`config.mk`:
```
export PLATFORM = sky130hd
export DESIGN_NAME = csa_approx_adder
export DESIGN_NICKNAME = d
export VERILOG_FILES = /design/src/rtl/csa_approx_pkg.sv /design/src/rtl/csa_fa_cell.sv /design/src/rtl/csa_ripple.sv /design/src/rtl/csa_select_block.sv /design/src/rtl/csa_approx_adder.sv
export SDC_FILE = /design/constraint.sdc
export NUM_CORES = 1
export LEC_CHECK = 0
export ABC_AREA = 1
export BUFFER_PORTS_ARGS = -buffer_cell sky130_fd_sc_hd__buf_2
export CORE_MARGIN = 2
export CORE_UTILIZATION = 48
export DETAILED_ROUTE_END_ITERATION = 10
export PLACE_DENSITY = 0.78
export SYNTH_ARGS = -nofsm -noshare
export SYNTH_HDL_FRONTEND = slang
export SYNTH_SLANG_ARGS = --single-unit
export TNS_END_PERCENT = 20
```
`constraint.sdc`:
```
create_clock -name clk -period 0.8 [get_ports clk]
set_input_delay 0.04 -clock clk [delete_from_list [all_inputs] [get_ports clk]]
set_output_delay 0.04 -clock clk [all_outputs]
set_load 0.05 [all_outputs]
```
`src/rtl/csa_approx_pkg.sv`:
```
package csa_approx_pkg;

  typedef enum logic [1:0] {
    CELL_EXACT = 2'b00,
    CELL_APX1  = 2'b01,
    CELL_APX2  = 2'b10,
    CELL_SPARE = 2'b11
  } cell_mode_e;

  // Returns {carry, sum} for one bit position using the selected cell kind.
  function automatic logic [1:0] cell_eval(cell_mode_e m, logic x, logic y, logic ci);
    logic s, co;
    case (m)
      CELL_APX1: begin
        s  = x ^ (y | ci);
        co = x | (y & ci);
      end
      CELL_APX2: begin
        s  = (x ^ y) & ~ci;
        co = ci;
      end
      default: begin
        s  = x ^ y ^ ci;
        co = (x & y) | (y & ci) | (x & ci);
      end
    endcase
    return {co, s};
  endfunction

endpackage

```
`src/rtl/csa_fa_cell.sv`:
```
module csa_fa_cell
  import csa_approx_pkg::*;
#(
  parameter bit APPROX_OK = 1'b0
) (
  input  cell_mode_e mode,
  input  logic       x,
  input  logic       y,
  input  logic       ci,
  output logic       s,
  output logic       co
);
  cell_mode_e eff_mode;
  logic [1:0] res;

  assign eff_mode = APPROX_OK ? mode : CELL_EXACT;
  assign res      = cell_eval(eff_mode, x, y, ci);
  assign s        = res[0];
  assign co       = res[1];
endmodule

```
`src/rtl/csa_ripple.sv`:
```
module csa_ripple
  import csa_approx_pkg::*;
#(
  parameter int W           = 4,
  parameter int APPROX_BITS = 0
) (
  input  cell_mode_e     mode,
  input  logic [W-1:0]   x,
  input  logic [W-1:0]   y,
  input  logic           ci,
  output logic [W-1:0]   s,
  output logic           co
);
  logic [W:0] c;
  assign c[0] = ci;

  for (genvar i = 0; i < W; i++) begin : g_bit
    csa_fa_cell #(.APPROX_OK(i < APPROX_BITS)) u_cell (
      .mode(mode), .x(x[i]), .y(y[i]), .ci(c[i]), .s(s[i]), .co(c[i+1])
    );
  end

  assign co = c[W];
endmodule

```
`src/rtl/csa_select_block.sv`:
```
module csa_select_block
  import csa_approx_pkg::*;
#(
  parameter int W           = 4,
  parameter int APPROX_BITS = 0
) (
  input  cell_mode_e   mode,
  input  logic [W-1:0] x,
  input  logic [W-1:0] y,
  input  logic         ci,
  output logic [W-1:0] s,
  output logic         co
);
  logic [W-1:0] s_c0, s_c1;
  logic         co_c0, co_c1;

  csa_ripple #(.W(W), .APPROX_BITS(APPROX_BITS)) u_zero (
    .mode(mode), .x(x), .y(y), .ci(1'b0), .s(s_c0), .co(co_c0)
  );
  csa_ripple #(.W(W), .APPROX_BITS(APPROX_BITS)) u_one (
    .mode(mode), .x(x), .y(y), .ci(1'b1), .s(s_c1), .co(co_c1)
  );

  assign s  = ci ? s_c1  : s_c0;
  assign co = ci ? co_c1 : co_c0;
endmodule

```
`src/rtl/csa_approx_adder.sv`:
```
module csa_approx_adder
  import csa_approx_pkg::*;
#(
  parameter int WIDTH        = 16,
  parameter int SLICE        = 4,
  parameter int APPROX_WIDTH = 8,
  parameter bit REG_OUT      = 1'b1
) (
  input  logic             clk,
  input  logic             rst_n,
  input  logic [WIDTH-1:0] a,
  input  logic [WIDTH-1:0] b,
  input  logic             cin,
  input  logic [1:0]       mode,
  output logic [WIDTH-1:0] sum,
  output logic             cout
);
  localparam int NSLICE = WIDTH / SLICE;
  localparam int HI_W   = WIDTH - APPROX_WIDTH;
  localparam int MID    = APPROX_WIDTH / SLICE;

  cell_mode_e       cmode;
  logic [NSLICE:0]  carry;
  logic [WIDTH-1:0] sum_c;

  assign cmode    = cell_mode_e'(mode);
  assign carry[0] = cin;

  csa_ripple #(
    .W(SLICE),
    .APPROX_BITS((APPROX_WIDTH > SLICE) ? SLICE : APPROX_WIDTH)
  ) u_slice0 (
    .mode(cmode), .x(a[SLICE-1:0]), .y(b[SLICE-1:0]), .ci(carry[0]),
    .s(sum_c[SLICE-1:0]), .co(carry[1])
  );

  for (genvar k = 1; k < NSLICE; k++) begin : g_slice
    localparam int REM = APPROX_WIDTH - k * SLICE;
    localparam int NAP = (REM <= 0) ? 0 : ((REM > SLICE) ? SLICE : REM);
    csa_select_block #(.W(SLICE), .APPROX_BITS(NAP)) u_sel (
      .mode(cmode),
      .x(a[k*SLICE +: SLICE]), .y(b[k*SLICE +: SLICE]),
      .ci(carry[k]),
      .s(sum_c[k*SLICE +: SLICE]), .co(carry[k+1])
    );
  end

  if (REG_OUT) begin : g_reg
    logic [WIDTH-1:0] sum_q;
    logic             cout_q;
    logic             primed;

    always_ff @(posedge clk or negedge rst_n) begin
      if (!rst_n) begin
        sum_q  <= '0;
        cout_q <= 1'b0;
        primed <= 1'b0;
      end else begin
        sum_q  <= sum_c;
        cout_q <= carry[NSLICE];
        primed <= 1'b1;
      end
    end

    assign sum  = sum_q;
    assign cout = cout_q;

    // exact mode gives true addition one cycle later
    a_r1_exact_add: assert property (@(posedge clk) disable iff (!rst_n)
      (primed && $past(mode) == 2'b00) |->
        {cout, sum} == (WIDTH+1)'($past(a)) + (WIDTH+1)'($past(b)) + (WIDTH+1)'($past(cin)));

    // spare code behaves as exact
    a_r5_spare_exact: assert property (@(posedge clk) disable iff (!rst_n)
      (primed && $past(mode) == 2'b11) |->
        {cout, sum} == (WIDTH+1)'($past(a)) + (WIDTH+1)'($past(b)) + (WIDTH+1)'($past(cin)));

    // bit 0 follows approximate cell 1
    a_r2_cell1_bit0: assert property (@(posedge clk) disable iff (!rst_n)
      (primed && $past(mode) == 2'b01) |->
        sum[0] == ($past(a[0]) ^ ($past(b[0]) | $past(cin))));

    // bit 0 follows approximate cell 2
    a_r3_cell2_bit0: assert property (@(posedge clk) disable iff (!rst_n)
      (primed && $past(mode) == 2'b10) |->
        sum[0] == (($past(a[0]) ^ $past(b[0])) & ~$past(cin)));

    // the upper part is exact given the carry leaving the low part
    a_r4_upper_exact: assert property (@(posedge clk) disable iff (!rst_n)
      primed |->
        {cout, sum[WIDTH-1:APPROX_WIDTH]} ==
          (HI_W+1)'($past(a[WIDTH-1:APPROX_WIDTH])) +
          (HI_W+1)'($past(b[WIDTH-1:APPROX_WIDTH])) +
          (HI_W+1)'($past(carry[MID])));
  end else begin : g_comb
    assign sum  = sum_c;
    assign cout = carry[NSLICE];
  end
endmodule

```
==> results of run 1 <==
-- worst paths after layout --
| path | cells past startpoint | from | to |
|---|---|---|---|
| worst max-delay path | 22 | mode[1] | sum[13] |
| worst min-delay path | 3 | b[10] | sum[10] |
| max in group asynchronous | 2 | rst_n | sum[3] |
| min in group asynchronous | 2 | rst_n | sum[7] |
-- cells in the mapped netlist (all sizes together) --
library cell	n
mux2	1
fa	10
o211ai	4
ha	31
o21ai	23
xor2	5
or2	7
a21oi	25
buf	3
nor2	16
inv	51
a22oi	1
clkbuf	4
dfrtp	17
nand3b	5
nand2	69
nand3	45
o21bai	1
-- report_power, final --
part	internal, W	switching [W]
logic	0.00161	0.00231
clock network	0.000348	0.000355
registers	0.00109	0.000112
total	0.00305	0.00277
-- per-layer routing --
layer,track usage [%],up-vias,wire (um)
met1,28.1,1164,2590
met3,1.87,22,259
met4,11.9,0,212
met2,43.4,80,3390
li1,-,1271,-
met5,0,-,0
-- layout by cell type, fill, tap and decap left out, types with 5 or more instances in the layout --
cell type,instances
dfrtp_1,17
a21oi_1,21
buf_2,34
buf_4,67
nand2_2,21
nor2_1,12
o21ai_0,18
nand2_1,40
nand2_4,8
nand3_1,33
inv_1,46
fa_1,5
nand3b_1,5
nand3_2,9
buf_6,20
ha_1,29
fa_2,5
or2_4,6
-- flip-flops by register name, indices dropped and copies added (netlist names) --
signal / count
sum: 16
cout: 1
-- through the flow --
step | TNS, ps | cell area [um2] | cells | util, %
finish | -33980 | 3520 | 505 | 73.6
global route | -35800 | 3520 | 505 | 73.6
CTS | -34710 | 3450 | 502 | 72.0
detailed placement | -39350 | 3210 | 491 | 67.1
global placement | -38300 | 3210 | 491 | 67.1
floorplan | -35220 | 2460 | 318 | -
-- repair_timing --
action                                 CTS  global route
endpoints found under the hold margin   17             0
setup endpoints to repair               34            34
hold buffers                             1             0
gates resized for setup                 44            16
cloned                                   0             0
pin swaps                               28            23
setup buffers                            6             3
-- kinds of logic after synthesis --
group / count (synthesis)
simple gates: 142
mux: 1
fa+ha+maj: 41
buf+inv: 58
flops: 17
xor+xnor: 5
compound gates: 54
-- worst max-delay path, delay by kind of cell --
kind | cells | cell delay [ps]
compound gates | 1 | 130
simple gates | 13 | 1730
fa+ha+maj | 4 | 1250
buf+inv | 4 | 230
-- layout make-up --
type                    count  share of cell area, %
multi-input cells         243                   52.2
inverters                  51                   5.79
clock inverters             1                  0.142
repair buffers            123                   26.2
clock buffers               3                   1.17
well taps                  67                   2.38
flip-flops and latches     17                   12.1
==> flow_metrics.tcl, run 1 <==
set metrics [dict create \
    drt_iter0_drc 168 \
    synth_area_leader_cell "dfrtp_1" \
    status "finished with violations" \
    drt-wirelength-per-cell_um 12.8 \
    fin_ws_ps -2440 \
    fin_total_pwr_w 0.00582 \
    cpPeakStageDelay_ps 350 \
    synthCells 318 \
    synth_mux_area_share_pct 0.469 \
    synth_compound_area_share_pct 12.7 \
    critPathSlowestCell "fa_2" \
    failed_checks "setup timing" \
    core_mm2 0.00479 \
    cp_max_fo 6 \
    worst-slew-pin-transition_ps 415 \
    routabilityCongestion 0.852 \
    ys_seq_area_share_pct 17.7 \
    power_density_mw_per_mm2 1650 \
    rsz0062_at_grt "yes" \
    p_leak_nw 1.85 \
    grt_max_degree 23 \
    hold_viol_final 0 \
    nNetsFinal 517 \
    layout-drive-gt1-share_pct 45.2 \
    io_pins 54 \
    die_height_um 74.7 \
    drcViolationCount 0 \
    synthTopCellsByArea "dfrtp_1, ha_1, fa_1" \
    grt_pass1_vias 2460 \
    maxCapViolations 0 \
    synth_top_family_by_area "simple AND/OR/NAND/NOR gates" \
    synth-simple-area-share_pct 32.3 \
    grt_pass1_wl_um 10300 \
    ant_nets 0 \
    cts_tree "built" \
    dr_total_vias 2537 \
    ys_seq_elements 17 \
    firstDrtPassIters 4 \
    synth_xor_area_share_pct 2.14 \
    period_share_pct 405 \
    rows 25 \
    viasPerCell 5.02 \
    dieWidth_um 74.7 \
    antenna_found_initial 0 \
    track_usage_pct 23.8 \
    seq_area_um2 425 \
    routed_wl_um 6450 \
    hp-class "in2reg" \
    synthesis.area_mm2 0.00240 \
    synth_fa_ha_area_share_pct 24.5 \
    start_util_pct 50.2 \
    cp-start-kind "input port" \
    dieArea_mm2 0.00558 \
    multiInputGateArea_mm2 0.00184 \
    cts_root_buffer "clkbuf_8" \
    yosys_warnings 0 \
    synth_nets 396 \
    cp_common_cell "nand2_4" \
    path_clk_slew_ps 70 \
    path_cells "buf_6, ha_4, a21oi_4, nand2_2, nand2_2, inv_2, fa_2, or2_4, nand2_4, inv_2, fa_2, or2_4, nand2_4, inv_4, fa_2, or2_4, nand2_4, nand2_4, nand3_1, nand3_1, nand3_1, nand2_1" \
    fin_crit_ps 3240 \
    area_delta_synth_final_pct 46.7 \
    relSlewSlack_pct 72.3 \
    fmax_mhz 309 \
    holdWs_ps 92.3 \
    netlist.area_leader.share_pct 17.7 \
    clk_path_buf_depth 2 \
    grt_overflow 0 \
    numCtsBuffers 3 \
    htreeDepth 1 \
    antenna_cells 0 \
    critPathCaptureType "flop" \
    clock-sinks 17 \
    dp_slack_ps -2740 \
    ir_drop_mv 1.04 \
    finalSetupViolations 34 \
    path_class "in2reg" \
    drv_slew 0 \
    hpwl_um 4810 \
    avgSynthCellArea_um2 7.55 \
    n_fill_cell 337 \
    yosysUniqueCellTypes 28 \
    cp.required_ps 950 \
    cp.arrival_ps 3380 \
    io_buffers 53 \
]
Note: power is estimated with default switching activity, not from simulation.
==> run 2, diff against run 1 <==
- TNS_END_PERCENT: 20 -> unset
==> run 2 against run 1 <==
  * The run still ends with setup timing left
  * Sequential share of layout area fell by 0.37 points
  * Critical path depth did not move
  * Combinational power rose by 3%
  * Non-clock buffer count rose by 2
  * Global-route usage fell by 1.1 points
  * Flip-flop and latch count did not move
  * Die area did not move
  * Worst setup slack improved by 78 ps
  * Maximum frequency rose by 2.5%
  * Clock power barely moved
  * First-iteration DRC count fell by 38%
  * Total power rose by 2.3%
==> flow_metrics.tcl, run 2 (synthesis results as in run 1) <==
set metrics [dict create \
    status "finished with violations" \
    failed_checks "setup timing" \
    internal_power_w 0.00311 \
    cp_max_fo 7 \
    power.share.switching_pct 47.8 \
    drt_iter0_drc 105 \
    htreeDepth 1 \
    fin_ws_ps -2360 \
    grt_overflow 0 \
    fmax_mhz 317 \
    grt_max_degree 23 \
    p_leak_nw 1.89 \
    holdWs_ps 109 \
    hpwl_um 4580 \
    nNetsFinal 519 \
    grt_pass1_wl_um 10200 \
    drcViolationCount 0 \
    period_share_pct 395 \
    critPathLaunch "mode[1]" \
    dieArea_mm2 0.00558 \
    drv_slew 0 \
    grt_pass1_vias 2450 \
    numCtsBuffers 3 \
    dieWidth_um 74.7 \
    ir_drop_mv 1.02 \
    rsz0062_at_grt "yes" \
    antenna_found_initial 0 \
    layout-drive-gt1-share_pct 48.2 \
    hp-start "b[10]" \
    core_mm2 0.00479 \
    cts_root_buffer "clkbuf_8" \
    finalSetupViolations 33 \
    worst-slew-pin-transition_ps 434 \
    cp-start-kind "input port" \
    seq_power_share_pct 20.3 \
    drt-wirelength-per-cell_um 12.4 \
    ant_nets 0 \
    cts_tree "built" \
    min_to "sum[10]" \
    track_usage_pct 22.7 \
    firstDrtPassIters 5 \
    critPathCaptureType "flop" \
    final_cell_mix "buf_4, inv_1, nand2_1" \
    p_clk_share_pct 11.8 \
    hold_viol_final 0 \
    maxCapViolations 0 \
    relSlewSlack_pct 71.1 \
    io_buffers 53 \
    clock-sinks 17 \
    rows 25 \
    cp.required_ps 950 \
    power_density_mw_per_mm2 1640 \
    final_common_cell "buf_4" \
    routed_wl_um 6300 \
    combPwrFrac_pct 67.9 \
    dr_total_vias 2529 \
    hold_path_depth 3 \
    antenna_cells 0 \
    cp.arrival_ps 3310 \
    n_fill_cell 322 \
    path_class "in2reg" \
    start_util_pct 50.2 \
    path_clk_slew_ps 80 \
    routabilityCongestion 0.832 \
    hp-class "in2reg" \
    io_pins 54 \
    dp_slack_ps -2700 \
    die_height_um 74.7 \
    largest_reg_flops 16 \
    final_area_mm2 0.00363 \
    area_delta_synth_final_pct 51.4 \
    viasPerCell 4.99 \
    fin_crit_ps 3160 \
    postPlaceCellArea_mm2 0.00324 \
    clk_path_buf_depth 2 \
    p_switching_w 0.00285 \
]
==> run 2: through the flow <==
| step | total power (W) | util (%) | cells | setup TNS (ps) |
|---|---|---|---|---|
| after floorplan | 0.00348 | - | 318 | -35060 |
| after global placement | 0.00443 | 67.7 | 495 | -37740 |
| after detailed placement | 0.00452 | 67.7 | 495 | -38730 |
| after CTS | 0.00574 | 73.3 | 507 | -34250 |
| after global routing | 0.00634 | 75.9 | 507 | -35510 |
| final | 0.00596 | 75.9 | 507 | -33410 |
==> run 2: power by group through the flow <==
stage / Sequential, W / Clock (W) / Combinational (W)
after floorplan: 0.00203 / 0 / 0.00145
after global placement: 0.00117 / 0 / 0.00327
after detailed placement: 0.00116 / 0 / 0.00336
after CTS: 0.00121 / 0.000719 / 0.00381
after global routing: 0.00123 / 0.000744 / 0.00437
final: 0.00121 / 0.000700 / 0.00404
==> run 2: critical path, cell delays in order <==
cell     delay [ps]
buf_6           100
ha_4            280
a21oi_4         120
nand2_2          70
nand2_2          70
inv_2            40
fa_2            310
or2_4           240
nand2_4          60
inv_2            40
fa_2            330
or2_4           250
nand2_4          70
inv_2            40
fa_2            320
or2_4           270
nand3_4         140
nand3_4         170
nand2_8         140
nand2_2          70
nand3_2          60
nand2_1          70
==> run 2: cell type report <==
type / instances / area [um2] / share of cell area [%]
flip-flops and latches: 17 / 425 / 11.7
repair buffers: 125 / 942 / 25.9
inverters: 51 / 201 / 5.54
clock inverters: 1 / 5.00 / 0.138
well taps: 67 / 83.8 / 2.31
clock buffers: 3 / 41.3 / 1.14
multi-input cells: 243 / 1940 / 53.3
==> run 2: worst max-delay path by stage <==
| stage | end | slack (ps) | depth (start not counted) |
|---|---|---|---|
| global placement | sum[15] | -2650 | 23 |
| detailed placement | sum[12] | -2700 | 22 |
| finish | sum[15] | -2360 | 22 |
| CTS | sum[12] | -2370 | 22 |
| floorplan | sum[12] | -2490 | 21 |
| global route | sum[15] | -2490 | 22 |
==> run 2: layer usage <==
metal | share of wire [%] | global-route usage, %
met3 | 4.6 | 3.61
met2 | 53 | 41.0
met4 | 1.1 | 4.96
met1 | 42 | 28.6
met5 | 0 | 0
==> run 2: what timing repair did <==
action	in CTS	in global routing
hold endpoints to repair	17	0
pin swaps	25	22
setup buffers	7	0
hold buffers	1	0
endpoints found under the setup margin	34	34
resized for setup	47	34
